[src/rtl/smi_lock_pkg.sv]
package smi_lock_pkg;
  parameter int SMI_W    = 32;
  parameter int PM_W     = 16;
  parameter int SMI_BYTES = SMI_W / 8;
  parameter int PM_BYTES  = PM_W / 8;

  typedef struct packed {
    logic [PM_BYTES-1:0]  pmconBe;   // control-word byte lanes to write
    logic                 lockEval;  // re-evaluate lock after this write
    logic [SMI_BYTES-1:0] smiBe;     // SMI enable byte lanes to write
  } ctrlStrobes_t;
endpackage

[src/rtl/smi_lock_ctrl.sv]
module smi_lock_ctrl
  import smi_lock_pkg::*;
#(
  parameter int          CFG_AW    = 8,
  parameter logic [7:0]  PMCON_OFS = 8'hA0,
  parameter int          LOCK_SPAN = 8
) (
  input  logic                 cfgWrEn,
  input  logic [CFG_AW-1:0]    cfgAddr,
  input  logic [3:0]           cfgBe,
  input  logic                 ioWrEn,
  input  logic [SMI_BYTES-1:0] ioBe,
  output ctrlStrobes_t         strobes
);
  localparam int DW_AW   = CFG_AW - 2;
  localparam int PM_DW   = int'(PMCON_OFS) / 4;
  localparam int SPAN_DW = LOCK_SPAN / 4;

  logic [DW_AW-1:0] dwIdx;
  logic             hitPmcon;
  logic             inWindow;

  assign dwIdx    = cfgAddr[CFG_AW-1:2];
  assign hitPmcon = (int'(dwIdx) == PM_DW);
  assign inWindow = (int'(dwIdx) >= PM_DW) && (int'(dwIdx) < PM_DW + SPAN_DW);

  always_comb begin
    strobes          = '0;
    strobes.pmconBe  = (cfgWrEn && hitPmcon) ? cfgBe[PM_BYTES-1:0] : '0;
    strobes.lockEval = cfgWrEn && inWindow && (|cfgBe);
    strobes.smiBe    = ioWrEn ? ioBe : '0;
  end
endmodule

[src/rtl/smi_lock_dp.sv]
module smi_lock_dp
  import smi_lock_pkg::*;
#(
  parameter int LOCK_POS    = 4,
  parameter int GBL_POS     = 0,
  parameter int APMC_POS    = 5,
  parameter bit SMM_DEFAULT = 1'b1
) (
  input  logic             clk,
  input  logic             rstN,
  input  ctrlStrobes_t     strobes,
  input  logic [31:0]      cfgWrData,
  input  logic [SMI_W-1:0] ioWrData,
  output logic [PM_W-1:0]  pmconQ,
  output logic [SMI_W-1:0] smiEnQ,
  output logic             lockedQ
);
  localparam logic [SMI_W-1:0] SMI_RST  = SMM_DEFAULT ? (SMI_W'(1) << APMC_POS) : '0;
  localparam logic [SMI_W-1:0] GBL_BIT  = SMI_W'(1) << GBL_POS;
  localparam logic [PM_W-1:0]  LOCK_BIT = PM_W'(1) << LOCK_POS;

  logic [PM_W-1:0]  pmByteMask, pmWmask, pmNext;
  logic [SMI_W-1:0] smiByteMask, smiWmask, smiNext;
  logic             lockNext;

  for (genvar b = 0; b < PM_BYTES; b++) begin : gPmLane
    assign pmByteMask[8*b +: 8] = {8{strobes.pmconBe[b]}};
  end
  for (genvar b = 0; b < SMI_BYTES; b++) begin : gSmiLane
    assign smiByteMask[8*b +: 8] = {8{strobes.smiBe[b]}};
  end

  always_comb begin
    pmWmask  = lockedQ ? ~LOCK_BIT : '1;
    smiWmask = lockedQ ? ~GBL_BIT  : '1;
    pmNext   = (pmconQ & ~(pmWmask & pmByteMask)) |
               (cfgWrData[PM_W-1:0] & pmWmask & pmByteMask);
    smiNext  = (smiEnQ & ~(smiWmask & smiByteMask)) |
               (ioWrData & smiWmask & smiByteMask);
    lockNext = lockedQ | (strobes.lockEval & pmNext[LOCK_POS]);
  end

  always_ff @(posedge clk) begin
    if (!rstN) begin
      pmconQ  <= '0;
      smiEnQ  <= SMI_RST;
      lockedQ <= 1'b0;
    end else begin
      pmconQ  <= pmNext;
      smiEnQ  <= smiNext;
      lockedQ <= lockNext;
    end
  end
endmodule

[src/rtl/smi_lock_regs.sv]
module smi_lock_regs
  import smi_lock_pkg::*;
#(
  parameter int         CFG_AW      = 8,
  parameter logic [7:0] PMCON_OFS   = 8'hA0,
  parameter int         LOCK_SPAN   = 8,
  parameter int         LOCK_POS    = 4,
  parameter int         GBL_POS     = 0,
  parameter int         APMC_POS    = 5,
  parameter bit         SMM_DEFAULT = 1'b1
) (
  input  logic              clk,
  input  logic              rstN,
  input  logic              cfgWrEn,
  input  logic [CFG_AW-1:0] cfgAddr,
  input  logic [3:0]        cfgBe,
  input  logic [31:0]       cfgWrData,
  input  logic              ioWrEn,
  input  logic [3:0]        ioBe,
  input  logic [31:0]       ioWrData,
  output logic [15:0]       pmconWord,
  output logic [31:0]       smiEnWord,
  output logic              lockedOut
);
  ctrlStrobes_t strobes;

  smi_lock_ctrl #(
    .CFG_AW(CFG_AW), .PMCON_OFS(PMCON_OFS), .LOCK_SPAN(LOCK_SPAN)
  ) uCtrl (
    .cfgWrEn(cfgWrEn), .cfgAddr(cfgAddr), .cfgBe(cfgBe),
    .ioWrEn(ioWrEn), .ioBe(ioBe), .strobes(strobes)
  );

  smi_lock_dp #(
    .LOCK_POS(LOCK_POS), .GBL_POS(GBL_POS), .APMC_POS(APMC_POS),
    .SMM_DEFAULT(SMM_DEFAULT)
  ) uDp (
    .clk(clk), .rstN(rstN), .strobes(strobes),
    .cfgWrData(cfgWrData), .ioWrData(ioWrData),
    .pmconQ(pmconWord), .smiEnQ(smiEnWord), .lockedQ(lockedOut)
  );
endmodule

[config.mk]
export PLATFORM = sky130hd
export DESIGN_NAME = smi_lock_regs
export DESIGN_NICKNAME = d
export VERILOG_FILES = /design/src/rtl/smi_lock_pkg.sv /design/src/rtl/smi_lock_ctrl.sv /design/src/rtl/smi_lock_dp.sv /design/src/rtl/smi_lock_regs.sv
export SDC_FILE = /design/constraint.sdc
export NUM_CORES = 1
export LEC_CHECK = 0
export BUFFER_PORTS_ARGS = -buffer_cell sky130_fd_sc_hd__buf_2
export CELL_PAD_IN_SITES_DETAIL_PLACEMENT = 0
export CELL_PAD_IN_SITES_GLOBAL_PLACEMENT = 1
export CORE_ASPECT_RATIO = 0.9
export CORE_MARGIN = 2
export CORE_UTILIZATION = 28
export CTS_CLUSTER_SIZE = 28
export DETAILED_ROUTE_END_ITERATION = 10
export PLACE_DENSITY_LB_ADDON = 0.1
export SYNTH_ARGS = -nofsm -noshare
export SYNTH_HDL_FRONTEND = slang
export SYNTH_SLANG_ARGS = --single-unit
[constraint.sdc]
create_clock -name clk -period 1.8 [get_ports clk]
set_input_delay 0.36 -clock clk [delete_from_list [all_inputs] [get_ports clk]]
set_output_delay 0.36 -clock clk [all_outputs]
set_load 0.05 [all_outputs]
==> flow_summary_export.csv <==
group,metric,value,unit
global_routing,grt_pass1_vias,1526,
critical_path,slowest_delay,0.41,ns
critical_path,crit_required,1.44,ns
yosys,synthTopCellsByArea,"dfxtp_1, a21boi_0, mux2i_1",
finish,fill_cells,712,
yosys,ys_seq_elements,49,
detailed_routing,vias_per_cell,4.36,
critical_path,cp_num_buf_inv,1,
detailed_routing,wire_per_inst,11.9,µm
yosys,synth_largest_area_cell,"dfxtp_1",
power,cellLeakagePower,0.00135,µW
critical_path,reg2reg_from,"uDp.lockedQ",
critical_path,arrival,0.99,ns
detailed_routing,post-route-drc-count,0,
detailed_routing,first_pass_iters,4,
die,die_w,91.2,µm
timing,tightestPinTransition,0.368,ns
run_status,outcome,"finished clean",
clocking,postCtsHoldBufs,0,
critical_path,worstSetupStartpoint,"uDp.lockedQ",
critical_path,rrSetupSlack,0.89,ns
clocking,cts_inserted_buffers,5,
critical_path,worstPathMaxFanout,6,
clocking,clk_latency,0.29,ns
die,start_util,0.290,
clocking,cts_setup_buffers,0,
clocking,cts_resized,0,
finish,instances_no_fill,412,
global_routing,grt_pass1_wl,7.62,mm
timing,hold-worst-slack,0.299,ns
placement,io_buffer_count,114,
clocking,cts_root_buf,"clkbuf_8",
global_routing,antenna_found_initial,0,
yosys,seq_area_frac_synth,0.511,
critical_path,crit_type,"register to output pin",
clocking,cts_sinks,49,
critical_path,path_delay_family,"flip-flops",
clocking,clockBufferDepth,2,
critical_path,worst_setup_path_end_kind,"output pin",
flow_run,cap_viol_max_count,0,
timing,rsz0062_at_grt,"no",
timing,slew_headroom,0.754,
clocking,cts_tree,"built",
yosys,synth_fp_nets,292,
die,rows,28,
timing,setup_viol,0,
power,power.density,806,nW/µm²
finish,final_common_cell,"buf_2",
global_routing,grt_start_max_net_pins,31,
timing,finClkSkew,0.00461,ns
critical_path,rr_worst_depth,2,
die,die_h,82.5,µm
detailed_routing,first_iter_violations,30,
critical_path,crit_chain,"buf_2",
finish,antenna-diode-count,0,
global_routing,gr-usage-all-layers,0.127,
placement,gp_congestion,0.691,
timing,layout_worst_path_cycle_share,0.752,
global_routing,overflow,0,
critical_path,endpoint,"lockedOut",
yosys,yosysUniqueCellTypes,17,
placement,dp.cells,404,
critical_path,cp_num_cells,1,
yosys,synthCells,208,
timing,period_minus_slack,1.35,ns
yosys,synth_top_area_frac,0.511,
die,num_io_pins,133,
clocking,clk_pin_slew,0.08,ns
detailed_routing,wirelength,4.92,mm
hold_path,hold_path.class,"input pin to register",
die,coreArea,6620,µm²
yosys,yosys_warnings,0,
finish,num-nets-final,405,
yosys,syn_area,1920,µm²
critical_path,slowest_stage,"dfxtp_1",
detailed_routing,ant_nets,0,
finish,multi_input_area,877,µm²
finish,syn2layout_area_growth,40.1,%
placement,post-dp-hpwl,3.67,mm
timing,final.setup.tns,0,ns
hold_path,hold_start,"ioWrData[5]",
power,ir_drop,0.000329,V
finish,seq_area,981,µm²
finish,drive_gt1_frac,0.401,
critical_path,r2r-end,"uDp.pmconQ[4]",
timing,slew_violations,0,
timing,final-hold-violation-count,0,
critical_path,critPathLaunchType,"register",
die,die-area,7530,µm²
detailed_routing,vias,1798,
timing,fmax,739,MHz
finish,final_cell_mix,"buf_2, dfxtp_1, nand2_1",
clocking,htree_levels,2,
yosys,syn_avg_cell_area,9.22,µm²
## cell type report
class,instances,area share
sequential,49,0.365
multi-input combinational,145,0.326
timing repair buffer,120,0.229
tap,90,0.0419
clock buffer,7,0.0358
clock inverter,1,0.00186
## report_power, final
group	internal, µW	switching [µW]	total, µW	leakage, µW
Clock	348	350	698	0.0000542
Combinational	116	219	335	0.000902
Sequential	1120	15.7	1130	0.000399
## cells in the mapped netlist
cell type and count:
nand3_1 32, nand2_1 40, dfxtp_1 49, a21boi_0 31, buf_6 1, and4bb_1 1, or3b_1 1, mux2i_1 16
nand4_2 1, nor4_1 1, nor2b_1 15, o21ai_0 2, a21boi_1 1, nand4_1 1, o41ai_1 1, clkbuf_1 13
nor2_1 2
## metrics by stage
stage | power [µW] | util | setup slack, ns | instance area (µm²)
floorplan | 1370 | - | 0.360 | 1920
global placement | 1500 | 0.391 | 0.218 | 2590
global route | 2290 | 0.406 | 0.351 | 2690
CTS | 2210 | 0.406 | 0.414 | 2690
detailed placement | 1500 | 0.391 | 0.213 | 2590
finish | 2170 | 0.406 | 0.447 | 2690
## per-layer routing
layer  wire length [µm]  global-route usage  vias to the layer above
met5                  0                   0                        -
met4                 61              0.0455                        0
met3                337              0.0436                        8
met2               2170               0.191                       64
met1               2350               0.170                      788
li1                   -                   -                      938
## kinds of logic (layout without fill, tap and decap cells)
family | after synthesis | count (layout) | synth area share
multiplexers | 16 | 16 | 0.0835
AND/OR/NAND/NOR | 94 | 94 | 0.239
buffers and inverters | 14 | 128 | 0.0313
flip-flops | 49 | 49 | 0.511
AO/OA/AOI/OAI | 35 | 35 | 0.135
## worst min path at each step
stage / end / slack (ns) / cells past startpoint
final: register / 0.30 / 3
after global routing: register / 0.31 / 3
after CTS: register / 0.29 / 3
after detailed placement: register / 0.45 / 2
after global placement: register / 0.45 / 2
after floorplan: uDp.smiEnQ[0] / 0.50 / 2
Power figures use the tool's default switching activity.
